## src/rtl/bmdma_pkg.sv

```systemverilog
package bmdma_pkg;

   typedef enum logic [2:0] {
      S_RUN  = 3'd0,
      S_FA   = 3'd1,
      S_FC   = 3'd2,
      S_MW   = 3'd3,
      S_MR   = 3'd4,
      S_DW   = 3'd5,
      S_TAIL = 3'd6
   } eng_st_t;

   localparam int CMD_RUN = 0;
   localparam int CMD_DIR = 3;
   localparam int ST_BUSY = 0;
   localparam int ST_ERR  = 1;
   localparam int ST_IRQ  = 2;
   localparam int CNT_W   = 17;

endpackage

```

## src/rtl/bmdma_regs.sv

```systemverilog
module bmdma_regs
   import bmdma_pkg::*;
#(
   parameter int ADDR_W = 32,
   parameter int REG_AW = 2
) (
   input  logic              clk,
   input  logic              rst_n,
   input  logic              reg_wr,
   input  logic [REG_AW-1:0] reg_addr,
   input  logic [31:0]       reg_wdata,
   input  logic [3:0]        reg_be,
   output logic [31:0]       reg_rdata,
   input  logic              drv_irq,
   input  logic              done_i,
   input  logic              err_i,
   output logic              start_o,
   output logic              busy_o,
   output logic              dir_o,
   output logic [ADDR_W-1:0] tbl_o
);
   localparam int NWORDS = 1 << REG_AW;
   localparam int NLANES = ADDR_W / 8;

   logic              cmd_run, cmd_dir, st_busy, st_err, st_irq, irq_q;
   logic [1:0]        st_cap;
   logic [ADDR_W-1:0] tbl, tbl_nx;
   logic              sel_ctl, sel_tbl, run_rise, run_fall, irq_rise;
   logic [7:0]        cmd_byte, sta_byte;
   logic [31:0]       rword [NWORDS];

   assign sel_ctl  = reg_wr && (reg_addr == REG_AW'(0));
   assign sel_tbl  = reg_wr && (reg_addr == REG_AW'(1));
   assign run_rise = sel_ctl && reg_be[0] && reg_wdata[CMD_RUN] && !cmd_run;
   assign run_fall = sel_ctl && reg_be[0] && !reg_wdata[CMD_RUN] && cmd_run;
   assign irq_rise = drv_irq && !irq_q;

   for (genvar ln = 0; ln < NLANES; ln++) begin : g_lane
      assign tbl_nx[ln*8 +: 8] = (sel_tbl && reg_be[ln]) ? reg_wdata[ln*8 +: 8]
                                                         : tbl[ln*8 +: 8];
   end

   always_ff @(posedge clk or negedge rst_n) begin
      if (!rst_n) begin
         cmd_run <= 1'b0;
         cmd_dir <= 1'b0;
         st_busy <= 1'b0;
         st_err  <= 1'b0;
         st_irq  <= 1'b0;
         st_cap  <= 2'b00;
         irq_q   <= 1'b0;
         tbl     <= '0;
      end else begin
         irq_q <= drv_irq;
         tbl   <= {tbl_nx[ADDR_W-1:2], 2'b00};
         if (sel_ctl && reg_be[0]) begin
            cmd_run <= reg_wdata[CMD_RUN];
            cmd_dir <= reg_wdata[CMD_DIR];
         end
         if (run_rise)                 st_busy <= 1'b1;
         else if (run_fall || done_i)  st_busy <= 1'b0;
         if (err_i)                                          st_err <= 1'b1;
         else if (sel_ctl && reg_be[2] && reg_wdata[16+ST_ERR]) st_err <= 1'b0;
         if (irq_rise)                                       st_irq <= 1'b1;
         else if (sel_ctl && reg_be[2] && reg_wdata[16+ST_IRQ]) st_irq <= 1'b0;
         if (sel_ctl && reg_be[2]) st_cap <= reg_wdata[22:21];
      end
   end

   assign cmd_byte = {4'b0000, cmd_dir, 2'b00, cmd_run};
   assign sta_byte = {1'b0, st_cap, 2'b00, st_irq, st_err, st_busy};

   for (genvar w = 0; w < NWORDS; w++) begin : g_word
      if (w == 0) begin : g_ctl
         assign rword[w] = {8'h00, sta_byte, 8'h00, cmd_byte};
      end else if (w == 1) begin : g_tbl
         assign rword[w] = 32'(tbl);
      end else begin : g_none
         assign rword[w] = '1;
      end
   end

   assign reg_rdata = rword[reg_addr];
   assign start_o   = run_rise;
   assign busy_o    = st_busy;
   assign dir_o     = cmd_dir;
   assign tbl_o     = tbl;

   p_run_busy_r3: assert property (@(posedge clk) disable iff (!rst_n)
      (sel_ctl && reg_be[0] && reg_wdata[CMD_RUN] && !cmd_run) |=> st_busy);
   p_irq_edge_r5: assert property (@(posedge clk) disable iff (!rst_n)
      $rose(drv_irq) |=> st_irq);
   p_err_set_r13: assert property (@(posedge clk) disable iff (!rst_n)
      err_i |=> st_err);

endmodule

```

## src/rtl/bmdma_core.sv

```systemverilog
module bmdma_core
   import bmdma_pkg::*;
#(
   parameter int ADDR_W = 32
) (
   input  logic              clk,
   input  logic              rst_n,
   input  logic              start_i,
   input  logic              busy_i,
   input  logic              dir_i,
   input  logic [ADDR_W-1:0] tbl_i,
   output logic              done_o,
   output logic              err_o,
   output logic              mem_req,
   output logic              mem_we,
   output logic              mem_wide,
   output logic [ADDR_W-1:0] mem_addr,
   output logic [15:0]       mem_wdata,
   input  logic [31:0]       mem_rdata,
   input  logic              mem_ack,
   input  logic              drv_dmarq,
   output logic              drv_dmack,
   output logic              drv_rd_stb,
   input  logic [15:0]       drv_rdata,
   output logic              drv_wr_stb,
   output logic [15:0]       drv_wdata
);
   localparam logic [CNT_W-1:0] FULL_CNT = CNT_W'(1) << 16;
   localparam logic [CNT_W-1:0] STEP     = CNT_W'(2);

   eng_st_t           st;
   logic [ADDR_W-1:0] dptr, baddr;
   logic [CNT_W-1:0]  rem;
   logic              last;
   logic [15:0]       word;
   logic              go;
   logic              unused_bits;

   assign unused_bits = ^{mem_rdata[30:16], mem_rdata[0]};
   assign go = busy_i && drv_dmarq;

   always_ff @(posedge clk or negedge rst_n) begin
      if (!rst_n) begin
         st    <= S_RUN;
         dptr  <= '0;
         baddr <= '0;
         rem   <= '0;
         last  <= 1'b0;
         word  <= '0;
      end else begin
         if (start_i) begin
            dptr <= tbl_i;
            rem  <= '0;
            last <= 1'b0;
         end
         unique case (st)
            S_RUN: if (go) begin
               if (rem == '0)  st <= S_FA;
               else if (dir_i) begin
                  word <= drv_rdata;
                  st   <= S_MW;
               end else st <= S_MR;
            end
            S_FA: if (mem_ack) begin
               baddr <= {mem_rdata[ADDR_W-1:1], 1'b0};
               dptr  <= dptr + ADDR_W'(4);
               st    <= busy_i ? S_FC : S_RUN;
            end
            S_FC: if (mem_ack) begin
               last <= mem_rdata[31];
               rem  <= (mem_rdata[15:1] == '0) ? FULL_CNT
                                               : {1'b0, mem_rdata[15:1], 1'b0};
               dptr <= dptr + ADDR_W'(4);
               st   <= S_RUN;
            end
            S_MW: if (mem_ack) begin
               baddr <= baddr + ADDR_W'(2);
               rem   <= rem - STEP;
               st    <= (rem == STEP && last) ? S_TAIL : S_RUN;
            end
            S_MR: if (mem_ack) begin
               word  <= mem_rdata[15:0];
               baddr <= baddr + ADDR_W'(2);
               rem   <= rem - STEP;
               st    <= S_DW;
            end
            S_DW:    st <= (rem == '0 && last) ? S_TAIL : S_RUN;
            S_TAIL:  st <= S_RUN;
            default: st <= S_RUN;
         endcase
      end
   end

   assign mem_req    = (st == S_FA) || (st == S_FC) || (st == S_MW) || (st == S_MR);
   assign mem_wide   = (st == S_FA) || (st == S_FC);
   assign mem_we     = (st == S_MW);
   assign mem_addr   = mem_wide ? dptr : baddr;
   assign mem_wdata  = word;
   assign drv_wdata  = word;
   assign drv_wr_stb = (st == S_DW);
   assign drv_rd_stb = (st == S_RUN) && go && (rem != '0) && dir_i;
   assign drv_dmack  = (st != S_RUN) || go;
   assign done_o     = (st == S_TAIL);
   assign err_o      = (st == S_TAIL) && drv_dmarq;

   p_req_hold_r14: assert property (@(posedge clk) disable iff (!rst_n)
      (mem_req && !mem_ack) |=> (mem_req && $stable(mem_addr) && $stable(mem_we)));
   p_fetch_empty_r8: assert property (@(posedge clk) disable iff (!rst_n)
      (mem_req && mem_wide && st == S_FA) |-> (rem == '0));
   p_word_align_r9: assert property (@(posedge clk) disable iff (!rst_n)
      (mem_req && !mem_wide) |-> !mem_addr[0]);

endmodule

```

## src/rtl/bmdma_engine.sv

```systemverilog
module bmdma_engine
   import bmdma_pkg::*;
#(
   parameter int ADDR_W = 32,
   parameter int REG_AW = 2
) (
   input  logic              clk,
   input  logic              rst_n,
   input  logic              reg_wr,
   input  logic [REG_AW-1:0] reg_addr,
   input  logic [31:0]       reg_wdata,
   input  logic [3:0]        reg_be,
   output logic [31:0]       reg_rdata,
   output logic              mem_req,
   output logic              mem_we,
   output logic              mem_wide,
   output logic [ADDR_W-1:0] mem_addr,
   output logic [15:0]       mem_wdata,
   input  logic [31:0]       mem_rdata,
   input  logic              mem_ack,
   input  logic              drv_dmarq,
   output logic              drv_dmack,
   input  logic              drv_irq,
   output logic              drv_rd_stb,
   input  logic [15:0]       drv_rdata,
   output logic              drv_wr_stb,
   output logic [15:0]       drv_wdata
);
   initial begin
      assert (ADDR_W >= 17 && ADDR_W <= 32 && ADDR_W % 8 == 0)
         else $error("ADDR_W must be 24 or 32");
      assert (REG_AW >= 1 && REG_AW <= 8) else $error("REG_AW out of range");
   end

   logic              start_p, busy, dir, done_p, err_p;
   logic [ADDR_W-1:0] tbl;

   bmdma_regs #(.ADDR_W(ADDR_W), .REG_AW(REG_AW)) u_regs (
      .clk(clk), .rst_n(rst_n), .reg_wr(reg_wr), .reg_addr(reg_addr),
      .reg_wdata(reg_wdata), .reg_be(reg_be), .reg_rdata(reg_rdata),
      .drv_irq(drv_irq), .done_i(done_p), .err_i(err_p),
      .start_o(start_p), .busy_o(busy), .dir_o(dir), .tbl_o(tbl)
   );

   bmdma_core #(.ADDR_W(ADDR_W)) u_core (
      .clk(clk), .rst_n(rst_n), .start_i(start_p), .busy_i(busy), .dir_i(dir),
      .tbl_i(tbl), .done_o(done_p), .err_o(err_p),
      .mem_req(mem_req), .mem_we(mem_we), .mem_wide(mem_wide), .mem_addr(mem_addr),
      .mem_wdata(mem_wdata), .mem_rdata(mem_rdata), .mem_ack(mem_ack),
      .drv_dmarq(drv_dmarq), .drv_dmack(drv_dmack), .drv_rd_stb(drv_rd_stb),
      .drv_rdata(drv_rdata), .drv_wr_stb(drv_wr_stb), .drv_wdata(drv_wdata)
   );

   p_strobe_ack_r11: assert property (@(posedge clk) disable iff (!rst_n)
      (drv_rd_stb || drv_wr_stb) |-> drv_dmack);
   p_final_idle_r12: assert property (@(posedge clk) disable iff (!rst_n)
      (done_p && !start_p) |=> !busy);

endmodule

```

## config.mk

```make
export PLATFORM = sky130hd
export DESIGN_NAME = bmdma_engine
export DESIGN_NICKNAME = d
export VERILOG_FILES = /design/src/rtl/bmdma_pkg.sv /design/src/rtl/bmdma_regs.sv /design/src/rtl/bmdma_core.sv /design/src/rtl/bmdma_engine.sv
export SDC_FILE = /design/constraint.sdc
export NUM_CORES = 1
export LEC_CHECK = 0
export ABC_AREA = 1
export ABC_CLOCK_PERIOD_IN_PS = 2500
export BUFFER_PORTS_ARGS = -buffer_cell sky130_fd_sc_hd__buf_2
export CAP_MARGIN = 20
export CORE_UTILIZATION = 40
export CTS_CLUSTER_SIZE = 25
export DETAILED_ROUTE_END_ITERATION = 10
export GPL_TIMING_DRIVEN = 1
export SETUP_SLACK_MARGIN = 0.15
export SLEW_MARGIN = 40
export SYNTH_ARGS = -nofsm -noshare
export SYNTH_HDL_FRONTEND = slang
export SYNTH_HIERARCHICAL = 1
export SYNTH_SLANG_ARGS = --single-unit
```

## constraint.sdc

```tcl
create_clock -name clk -period 2.5 [get_ports clk]
set_clock_uncertainty 0.1 [all_clocks]
set_input_delay 0.375 -clock clk [delete_from_list [all_inputs] [get_ports clk]]
set_output_delay 0.375 -clock clk [all_outputs]
set_load 0.1 [all_outputs]
```

==> results of run 1 <==
power by group through the flow:
stage               Clock (mW)  Combinational (mW)  Sequential, mW
floorplan                    0                8.42            4.60
CTS                       2.57                13.5            4.05
detailed placement           0                12.5            4.05
finish                    2.53                13.9            4.12
global placement             0                12.4            4.05
global route              2.66                14.7            4.23
cell usage after synthesis, types with 2 or more instances:
cell type and instances:
nand3_1 147, buf_6 2, nand2_4 3, a21oi_1 32, o211ai_1 8, a32oi_1 3
nor3_1 13, o22ai_1 4, or2_2 3, o21ai_1 6, nand4_1 13, buf_4 20
ha_1 3, nand2_1 586, o21ai_0 124, inv_1 125, nand2_2 5, nor2_4 2
clkbuf_1 28, buf_2 24, inv_2 8, nand3_2 2, dfrtp_1 138, nor2_1 165
a22oi_1 2, xor2_1 15, mux2i_1 5, nor2_2 4
worst min path at each step:
stage | startpoint | end | slack, ps | cells after the start
after floorplan | rst_n | u_core/baddr[10]$_DFFE_PN0P_ | -20 | 0
after global placement | rst_n | u_core/drv_wdata[0]$_DFFE_PN0P_ | 300 | 1
after detailed placement | rst_n | u_core/drv_wdata[0]$_DFFE_PN0P_ | 300 | 1
after CTS | reg_wdata[6] | u_regs/tbl_o[6]$_DFFE_PN0P_ | 60 | 3
after global routing | reg_wdata[28] | u_regs/tbl_o[28]$_DFFE_PN0P_ | 80 | 3
final | reg_wdata[29] | u_regs/tbl_o[29]$_DFFE_PN0P_ | 70 | 3
logic make-up (layout without fill, tap and decap cells):
family	after synthesis	after routing	synth area share, %
buffers and inverters	208	411	9.48
AO/OA/AOI/OAI	187	187	10.5
AND/OR/NAND/NOR	948	949	41.2
adder cells (fa/ha/maj)	3	3	0.395
other	1	2	0.0395
flip-flops	138	138	36.4
multiplexers	6	6	0.645
XOR/XNOR	15	15	1.38
tightest hold or removal path: cells and delay by family:
family | cells | cell delay (ps)
buffers and inverters | 1 | 70
AND/OR/NAND/NOR | 2 | 130
repair_timing:
action | 4_1_cts | 5_1_grt
gates resized for setup | 55 | 47
buffers inserted | 17 | 0
endpoints found under the setup margin | 35 | 30
hold buffers | 2 | 0
pin swaps | 10 | 7
endpoints found under the hold margin | 55 | 0
cloned | 5 | 2
flip-flops by register name, summed over array words and instances, names as in the netlist:
name              cells
u_regs/irq_q          1
u_core/baddr         31
u_regs/dir_o          1
u_regs/tbl_o         30
u_core/st             3
u_core/drv_wdata     16
u_regs/st_err         1
u_regs/busy_o         1
u_regs/st_cap         2
u_core/dptr          32
u_core/last           1
u_regs/st_irq         1
u_regs/cmd_run        1
u_core/rem           17
final cells by class:
class	instances	area [sq um]	area share, %
multi-input cells	1162	5610	44.3
inverters	133	513	4.05
clock buffers	18	429	3.38
repair buffers	247	2120	16.7
well taps	319	399	3.15
flip-flops and latches	138	3460	27.3
clock inverters	13	145	1.14
layer usage:
| layer | wire length [um] | vias to the layer above | track usage (%) |
|---|---|---|---|
| li1 | - | 5172 | - |
| met1 | 14200 | 4864 | 35.0 |
| met2 | 15400 | 450 | 44.8 |
| met3 | 2030 | 57 | 3.44 |
| met4 | 933 | 0 | 10.5 |
| met5 | 0 | - | 0 |
==> results.toml, run 1 <==
[route]
wl_per_cell_um = 16.1
vias = 10543
drtAntennaViolNets = 0
drt-vias-per-instance = 5.19
first_pass_iters = 6
route.detailed.drc = 0
initialDrtViolationCount = 928
routed_wl_um = 32600

[power_and_ir_drop]
power.share.switching_pct = 57.6
p_int_mw = 8.74
p_per_area_mw_per_mm2 = 1620
vdd_drop_max_mv = 0.861
p_seq_share_pct = 20.0
power.share.clock_pct = 12.3
power_switching_mw = 11.9
p_comb_share_pct = 67.7
leakage_nw = 6.28
power_mw = 20.6

[critical_path]
worstSetupPathType = "reg -> out"
crit_start = "u_core/st[0]$_DFFE_PN0P_"
cp-start-kind = "flip-flop"
r2r-start = "u_core/st[0]$_DFFE_PN0P_"
cp_slowest_cell = "dfrtp_2"
path_delay_family = "buffers and inverters"
cp_cell_sequence = "inv_4, nand3_4, nand2_8, buf_6, buf_16, nand2_1, nand2_4, buf_12"
worst-r2r-setup-slack_ps = 340
setup.worst_path.end_class = "output pin"
crit_path_max_incr_delay_ps = 450
worstPathRequired_ps = 2030
r2r_cells = 10
cp.depth = 8
path_max_fanout = 6
critPathBufInv = 4
worstPathArrival_ps = 1920
crit_end = "mem_addr[13]"
worstReg2RegEnd = "u_core/baddr[18]$_DFFE_PN0P_"

[timing]
whs_ps = 70.6
tns_ps = 0
drv_slew = 0
fin_ws_ps = 101
fmax_mhz = 417
finalHoldViolations = 0
period_needed_ps = 2400
slew_headroom_pct = 51.3
finalSetupViolCount = 0
min_period_over_period_pct = 95.9
worst_slew_pin_slew_ps = 730
rsz0062_at_grt = "yes"

[yosys]
synth_cells = 1506
synth_edf_count = 0
ys_seq_area_share_pct = 36.4
synth_warnings = 6
yosysTopAreaCellShare_pct = 36.4
ys_ff_latch = 138
synth_ff_type = "dfrtp_1"
synth_top_cells_by_area = "dfrtp_1 36%, nand2_1 23%, nand3_1 7.7%"
synth.distinct_cells = 44
synth_top_area_cell = "dfrtp_1"
avgSynthCellArea_sq_um = 6.31
synth-async-reset-ratio_pct = 100
synthesis.area_sq_mm = 0.00950

[grt]
track_usage_pct = 26.8
grt_max_degree = 58
grt_pass1_vias = 9679
antenna_found_initial = 0
overflow = 0
grt_pass1_wl_um = 50400

[clock_tree]
clk_pin_slew_worst_paths_ps = 60
ctsLongestPathBuffers = 2
ctsRootBufferMaster = "clkbuf_16"
clock-sinks = 138
cts_tree = "done"
cts-htree-levels = 4
clkLatencyLatePin_ps = 430
numCtsBuffers = 17

[place]
place_ws_ps = 185
place_area_sq_mm = 0.0114
dp_cells = 1973
dp_hpwl_um = 23500
port_buffers = 192
gp_congestion = 0.963

[job]
maxCapViolations = 0

[hold_path]
min-delay-path-class = "in -> reg"

[layout]
area_growth_pct = 33.5
finalInstanceArea_sq_mm = 0.0127
layout.cells.non_filler = 2030
num_antenna_cells = 0
fin_nets = 1794
final_common_cell = "nand2_1"
fillers = 2387
post-route-util_pct = 54.2
layout_common_cells = "568 x nand2_1, 158 x nor2_1, 156 x buf_2"
drive_gt1_share_pct = 21.7

[floorplan]
start_util_pct = 40.6
fp-row-count = 56
fp.dieW_um = 156
dieArea_sq_mm = 0.0244
pin_count = 194
core_sq_mm = 0.0234
die_h_um = 156

[run_status]
status = "finished, final reports clean"
Power figures use the tool's default switching activity.
==> run 2, diff against run 1 <==
--- a/config.mk
+++ b/config.mk
@@ -6,10 +6,11 @@
 export NUM_CORES = 1
 export LEC_CHECK = 0
 export ABC_AREA = 1
-export ABC_CLOCK_PERIOD_IN_PS = 2500
+export ABC_CLOCK_PERIOD_IN_PS = 2300
 export BUFFER_PORTS_ARGS = -buffer_cell sky130_fd_sc_hd__buf_2
 export CAP_MARGIN = 20
 export CORE_UTILIZATION = 40
+export CTS_BUF_LIST = sky130_fd_sc_hd__clkbuf_8 sky130_fd_sc_hd__clkbuf_16
 export CTS_CLUSTER_SIZE = 25
 export DETAILED_ROUTE_END_ITERATION = 10
 export GPL_TIMING_DRIVEN = 1
==> constraint.sdc (replaced) <==
create_clock -name clk -period 2.3 [get_ports clk]
set_clock_uncertainty 0.1 [all_clocks]
set_input_delay 0.345 -clock clk [delete_from_list [all_inputs] [get_ports clk]]
set_output_delay 0.345 -clock clk [all_outputs]
set_load 0.1 [all_outputs]
==> run 2 against run 1 <==
The run now ends with setup timing left; first-iteration DRC count fell by 16%; design area rose by 1.7%; power rose by 9.6%; sequential power rose by 7.3%; flip-flop and latch count did not move; utilization rose by 0.95 points; register-to-register slack got worse by 100 ps; non-clock buffer count rose by 16; wire length fell by 0.37%.
==> results.toml, run 2 (synthesis gave the netlist of run 1 again) <==
[run_status]
status = "complete, but fails checks"
violations = "setup timing"

[layout]
layout.cells.non_filler = 2046
multi_input_area_sq_mm = 0.00569
area_growth_pct = 35.8
fin_nets = 1809
post-route-util_pct = 55.1
layout_common_cells = "569 x nand2_1, 160 x nor2_1, 153 x buf_2"
num_antenna_cells = 0
final-seq-area_sq_mm = 0.00346
regMostFlops = "u_core/dptr"
largest_reg_flops = 32
final_common_cell = "nand2_1"
drive_gt1_share_pct = 22.5
fillers = 2321

[critical_path]
cp-start-kind = "flip-flop"
worstSetupPathType = "reg -> out"
worstPathRequired_ps = 1860
worstPathArrival_ps = 1890
setup.worst_path.end_class = "output pin"
path_max_fanout = 8

[floorplan]
core_sq_mm = 0.0234
die_h_um = 156
start_util_pct = 40.6
pin_count = 194
fp.dieW_um = 156
dieArea_sq_mm = 0.0244
fp-row-count = 56

[grt]
antenna_found_initial = 0
overflow = 0
grt_pass1_wl_um = 50800
track_usage_pct = 26.9
grt_max_degree = 51
grt_pass1_vias = 9467

[power_and_ir_drop]
power.share.clock_pct = 12.2
power_switching_mw = 12.9
p_per_area_mw_per_mm2 = 1750
p_comb_share_pct = 68.3
power.share.switching_pct = 57.0
p_seq_share_pct = 19.6
vdd_drop_max_mv = 0.960
p_int_mw = 9.70
leakage_nw = 6.31

[clock_tree]
clk_pin_slew_worst_paths_ps = 60
numCtsBuffers = 17
ctsRootBufferMaster = "clkbuf_16"
clkLatencyLatePin_ps = 430
ctsLongestPathBuffers = 2
cts_tree = "done"
clock-sinks = 138
cts-htree-levels = 4

[place]
port_buffers = 192
dp_cells = 1986
dp_hpwl_um = 24500
gp_congestion = 0.946

[route]
vias = 10383
initialDrtViolationCount = 775
drt-vias-per-instance = 5.07
route.detailed.drc = 0
wl_per_cell_um = 15.9
routed_wl_um = 32500
drtAntennaViolNets = 0
first_pass_iters = 5

[timing]
drv_slew = 0
rsz0062_at_grt = "yes"
finalSetupViolCount = 13
worst_slew_pin_slew_ps = 779
finalHoldViolations = 0
period_needed_ps = 2340
min_period_over_period_pct = 102
fmax_mhz = 427
fin_ws_ps = -39.6
slew_headroom_pct = 48.0

[hold_path]
min-delay-path-class = "in -> reg"

[job]
maxCapViolations = 0
run 2: metal layers:
metal / share of wire (%) / global-route usage [%] / up-vias
met5: 0 / 0 / -
met4: 2.0 / 8.22 / 0
met3: 5.4 / 3.19 / 47
met2: 48 / 45.4 / 373
met1: 45 / 36.0 / 4755
li1: - / - / 5208
run 2: worst paths after layout:
check | depth (start not counted) | slack (ps) | startpoint | to
max reg2reg | 10 | 240 | u_core/st[1]$_DFFE_PN0P_ | u_core/dptr[1]$_DFFE_PN0P_
min | 3 | 40 | reg_wdata[19] | u_regs/tbl_o[19]$_DFFE_PN0P_
min reg2reg | 3 | 380 | u_regs/irq_q$_DFF_PN0_ | u_regs/st_irq$_DFFE_PN0P_
max in group asynchronous | 3 | 1130 | rst_n | u_core/rem[9]$_DFF_PN0_
min in group asynchronous | 2 | 330 | rst_n | u_regs/tbl_o[8]$_DFFE_PN0P_
max | 7 | -40 | u_core/st[1]$_DFFE_PN0P_ | mem_addr[3]
run 2: per-stage QoR:
stage	cell area, sq um	hold slack [ps]	setup WS [ps]	TNS, ps	total power, mW
finish	12900	44.7	-39.6	-212	22.6
global route	12900	49.9	-77.5	-1150	23.7
CTS	12700	35.0	-55.9	-332	22.3
detailed placement	11800	223	99.2	0	18.8
global placement	11800	222	129	0	18.7
floorplan	9920	-50.6	84.5	0	14.8
run 2: worst max-delay path: stages (launching register included):
cell and delay (ps):
dfrtp_1 410, buf_6 140, nand3_4 100, nand2_8 110, buf_4 160, buf_8 130
o21ai_4 190, buf_12 200
run 2: power groups by stage:
stage | combinational [mW] | clock [mW] | sequential, mW
3_3_place_gp | 14.3 | 0 | 4.37
3_5_place_dp | 14.4 | 0 | 4.38
6_report | 15.4 | 2.75 | 4.42
2_1_floorplan | 9.75 | 0 | 5.00
4_1_cts | 15.1 | 2.78 | 4.39
5_1_grt | 16.2 | 2.88 | 4.54
run 2: cell type report:
type / count / share of cell area [%]
Inverter: 133 / 3.98
Clock buffer: 17 / 3.30
Sequential cell: 138 / 26.8
Multi-Input combinational cell: 1161 / 44.1
Clock inverter: 15 / 1.18
Tap cell: 319 / 3.09
Timing Repair Buffer: 263 / 17.5
run 2: what timing repair did:
| item | CTS | global route |
|---|---|---|
| setup endpoints to repair | 35 | 58 |
| hold buffers | 2 | 0 |
| gates resized for setup | 39 | 32 |
| pin swaps | 10 | 11 |
| cloned | 2 | 0 |
| hold endpoints to repair | 41 | 0 |
| setup buffers | 14 | 10 |
==> run 3, diff against run 2 <==
--- a/config.mk
+++ b/config.mk
@@ -5,7 +5,6 @@
 export SDC_FILE = /design/constraint.sdc
 export NUM_CORES = 1
 export LEC_CHECK = 0
-export ABC_AREA = 1
 export ABC_CLOCK_PERIOD_IN_PS = 2300
 export BUFFER_PORTS_ARGS = -buffer_cell sky130_fd_sc_hd__buf_2
 export CAP_MARGIN = 20
==> run 3 against run 2 <==
The run still ends with setup timing left; die area shrank 11%; setup slack lost 170 ps; fmax down 6.7%; via count is 16% lower; count of clock-buffer cells in the layout grew 2; wire length fell by 9.0%; non-clock buffer count increased by 67; register-to-register slack worse by 130 ps; flip-flop and latch count stayed put; final cell count fell by 28%; first-iteration DRC count is 14% higher; largest cell class unchanged; highest routed layer unchanged.
==> results.toml, run 3 <==
[layout]
post-route-util_pct = 59.6
layout_common_cells = "153 x buf_2, 135 x dfrtp_1, 111 x buf_4"
largest_reg_flops = 32
final_common_cell = "buf_2"
fin_nets = 1295
regMostFlops = "u_core/dptr"
drive_gt1_share_pct = 41.1
finalInstanceArea_sq_mm = 0.0122
area_growth_pct = 44.1
num_antenna_cells = 0

[clock_tree]
clkLatencyLatePin_ps = 430
ctsRootBufferMaster = "clkbuf_16"
ctsLongestPathBuffers = 2
cts-htree-levels = 4
numCtsBuffers = 17
clock-sinks = 138
cts_tree = "done"
clk_pin_slew_worst_paths_ps = 60

[critical_path]
r2r_cells = 7
worstPathArrival_ps = 2060
cp_cell_sequence = "buf_6, buf_12, nor2_4, buf_12, buf_12, mux2_4, buf_12"
crit_path_max_incr_delay_ps = 400
path_max_fanout = 8
cp_slowest_cell = "dfrtp_1"
r2r-start = "u_core/st[1]$_DFFE_PN0P_"
worstSetupPathType = "reg -> out"
cp-start-kind = "flip-flop"
worstPathRequired_ps = 1860
worstReg2RegEnd = "u_core/dptr[29]$_DFF_PN0_"
crit_end = "mem_addr[8]"
crit_start = "u_core/st[2]$_DFFE_PN0P_"
worst-r2r-setup-slack_ps = 110
setup.worst_path.end_class = "output pin"
critical_path.most_common_cell = "buf_12"

[run_status]
status = "complete, but fails checks"
violations = "setup timing"

[grt]
antenna_found_initial = 0
track_usage_pct = 27.1
grt_max_degree = 50
grt_pass1_wl_um = 45900
grt_pass1_vias = 8210
overflow = 0

[timing]
period_needed_ps = 2510
rsz0062_at_grt = "yes"
worst_slew_pin_slew_ps = 501
fmax_mhz = 399
slew_headroom_pct = 66.6
finalSetupViolCount = 33
fin_ws_ps = -206
tns_ps = -5570
finalHoldViolations = 0
min_period_over_period_pct = 109
drv_slew = 0

[route]
drtAntennaViolNets = 0
wl_per_cell_um = 19.9
first_pass_iters = 7
vias = 8689
drt-vias-per-instance = 5.86
routed_wl_um = 29600
initialDrtViolationCount = 887
route.detailed.drc = 0

[job]
maxCapViolations = 0

[yosys]
synth.most_common_cell = "dfrtp_1"
ys_seq_area_share_pct = 40.8
ys_ff_latch = 138
synth_warnings = 6
synth_cells = 931
avgSynthCellArea_sq_um = 9.10
synth_top_area_cell = "dfrtp_1"
synth.distinct_cells = 83
synth_ff_type = "dfrtp_1"
synthesis.area_sq_mm = 0.00847
synth_top_cells_by_area = "dfrtp_1 41%, mux2_2 8.2%, a21oi_1 4.8%"
netlist_top_cells_count = "138 x dfrtp_1, 81 x a21oi_1, 69 x nor2_1"
yosysTopAreaCellShare_pct = 40.8
synth_edf_count = 0
synth-async-reset-ratio_pct = 100

[place]
dp_hpwl_um = 21200
gp_congestion = 0.925
place_area_sq_mm = 0.0108
port_buffers = 192

[floorplan]
fp-row-count = 52
pin_count = 194
dieArea_sq_mm = 0.0218
start_util_pct = 41.3
fp.dieW_um = 148
core_sq_mm = 0.0205
die_h_um = 148

[hold_path]
min-delay-path-class = "in -> reg"
-- run 3: how the worst min path moves through the flow --
| stage | startpoint | to | cells after the start |
|---|---|---|---|
| 6_report | reg_wdata[30] | u_regs/tbl_o[30]$_DFFE_PN0P_ | 2 |
| 5_1_grt | reg_wdata[2] | u_regs/tbl_o[2]$_DFFE_PN0P_ | 2 |
| 4_1_cts | reg_wdata[27] | u_regs/tbl_o[27]$_DFFE_PN0P_ | 2 |
| 3_5_place_dp | rst_n | u_core/baddr[28]$_DFFE_PN0P_ | 1 |
| 3_3_place_gp | rst_n | u_core/baddr[28]$_DFFE_PN0P_ | 1 |
| 2_1_floorplan | rst_n | u_core/baddr[10]$_DFFE_PN0P_ | 0 |
-- run 3: layout make-up --
cell class / instances / area (sq um)
Multi-Input combinational cell: 694 / 4990
Sequential cell: 138 / 3460
Clock buffer: 19 / 453
Fill cell: 1783 / 8290
Timing Repair Buffer: 330 / 2780
Inverter: 19 / 75.1
Clock inverter: 13 / 121
Tap cell: 270 / 338
-- run 3: worst max-delay path: cells and delay by family (launching register included) --
kind,cells,cell delay (ps)
buf+inv,5,720
simple gates,1,160
mux,1,340
flops,1,400
-- run 3: cells by family (layout without fill, tap and decap cells) --
group | Yosys count | count (layout) | share of synthesized area, %
other cells | 1 | 2 | 0.0443
fa+ha+maj | 3 | 3 | 0.443
simple gates | 313 | 313 | 19.9
xor+xnor | 10 | 10 | 1.12
mux | 65 | 65 | 8.59
flops | 138 | 138 | 40.8
compound gates | 301 | 301 | 23.4
buf+inv | 100 | 381 | 5.70
-- run 3: repair_timing --
| action | 4_1_cts | 5_1_grt |
|---|---|---|
| endpoints found under the setup margin | 53 | 107 |
| setup buffers | 11 | 20 |
| cloned | 2 | 2 |
| hold buffers | 2 | 0 |
| gates resized for setup | 57 | 51 |
| hold endpoints to repair | 46 | 0 |
| pin swaps | 7 | 18 |
-- run 3: per-layer routing --
layer | GRT usage [%] | vias to the layer above | routed length (um)
li1 | - | 4041 | -
met1 | 37.1 | 4183 | 13000
met2 | 42.5 | 420 | 13700
met3 | 5.37 | 45 | 2180
met4 | 9.59 | 0 | 657
met5 | 0 | - | 0
-- run 3: stage by stage --
| stage | setup WS (ps) | instances | hold WS, ps |
|---|---|---|---|
| 6_report | -206 | 1483 | 41.7 |
| 3_3_place_gp | -5.70 | 1414 | 231 |
| 5_1_grt | -247 | 1483 | 35.7 |
| 3_5_place_dp | -27.2 | 1414 | 230 |
| 2_1_floorplan | -41.2 | 932 | -50.6 |
| 4_1_cts | -218 | 1461 | 32.7 |
Power of run 3 is not shown: default switching activity piles up to over one toggle a cycle in this logic, so the estimate is an artifact.
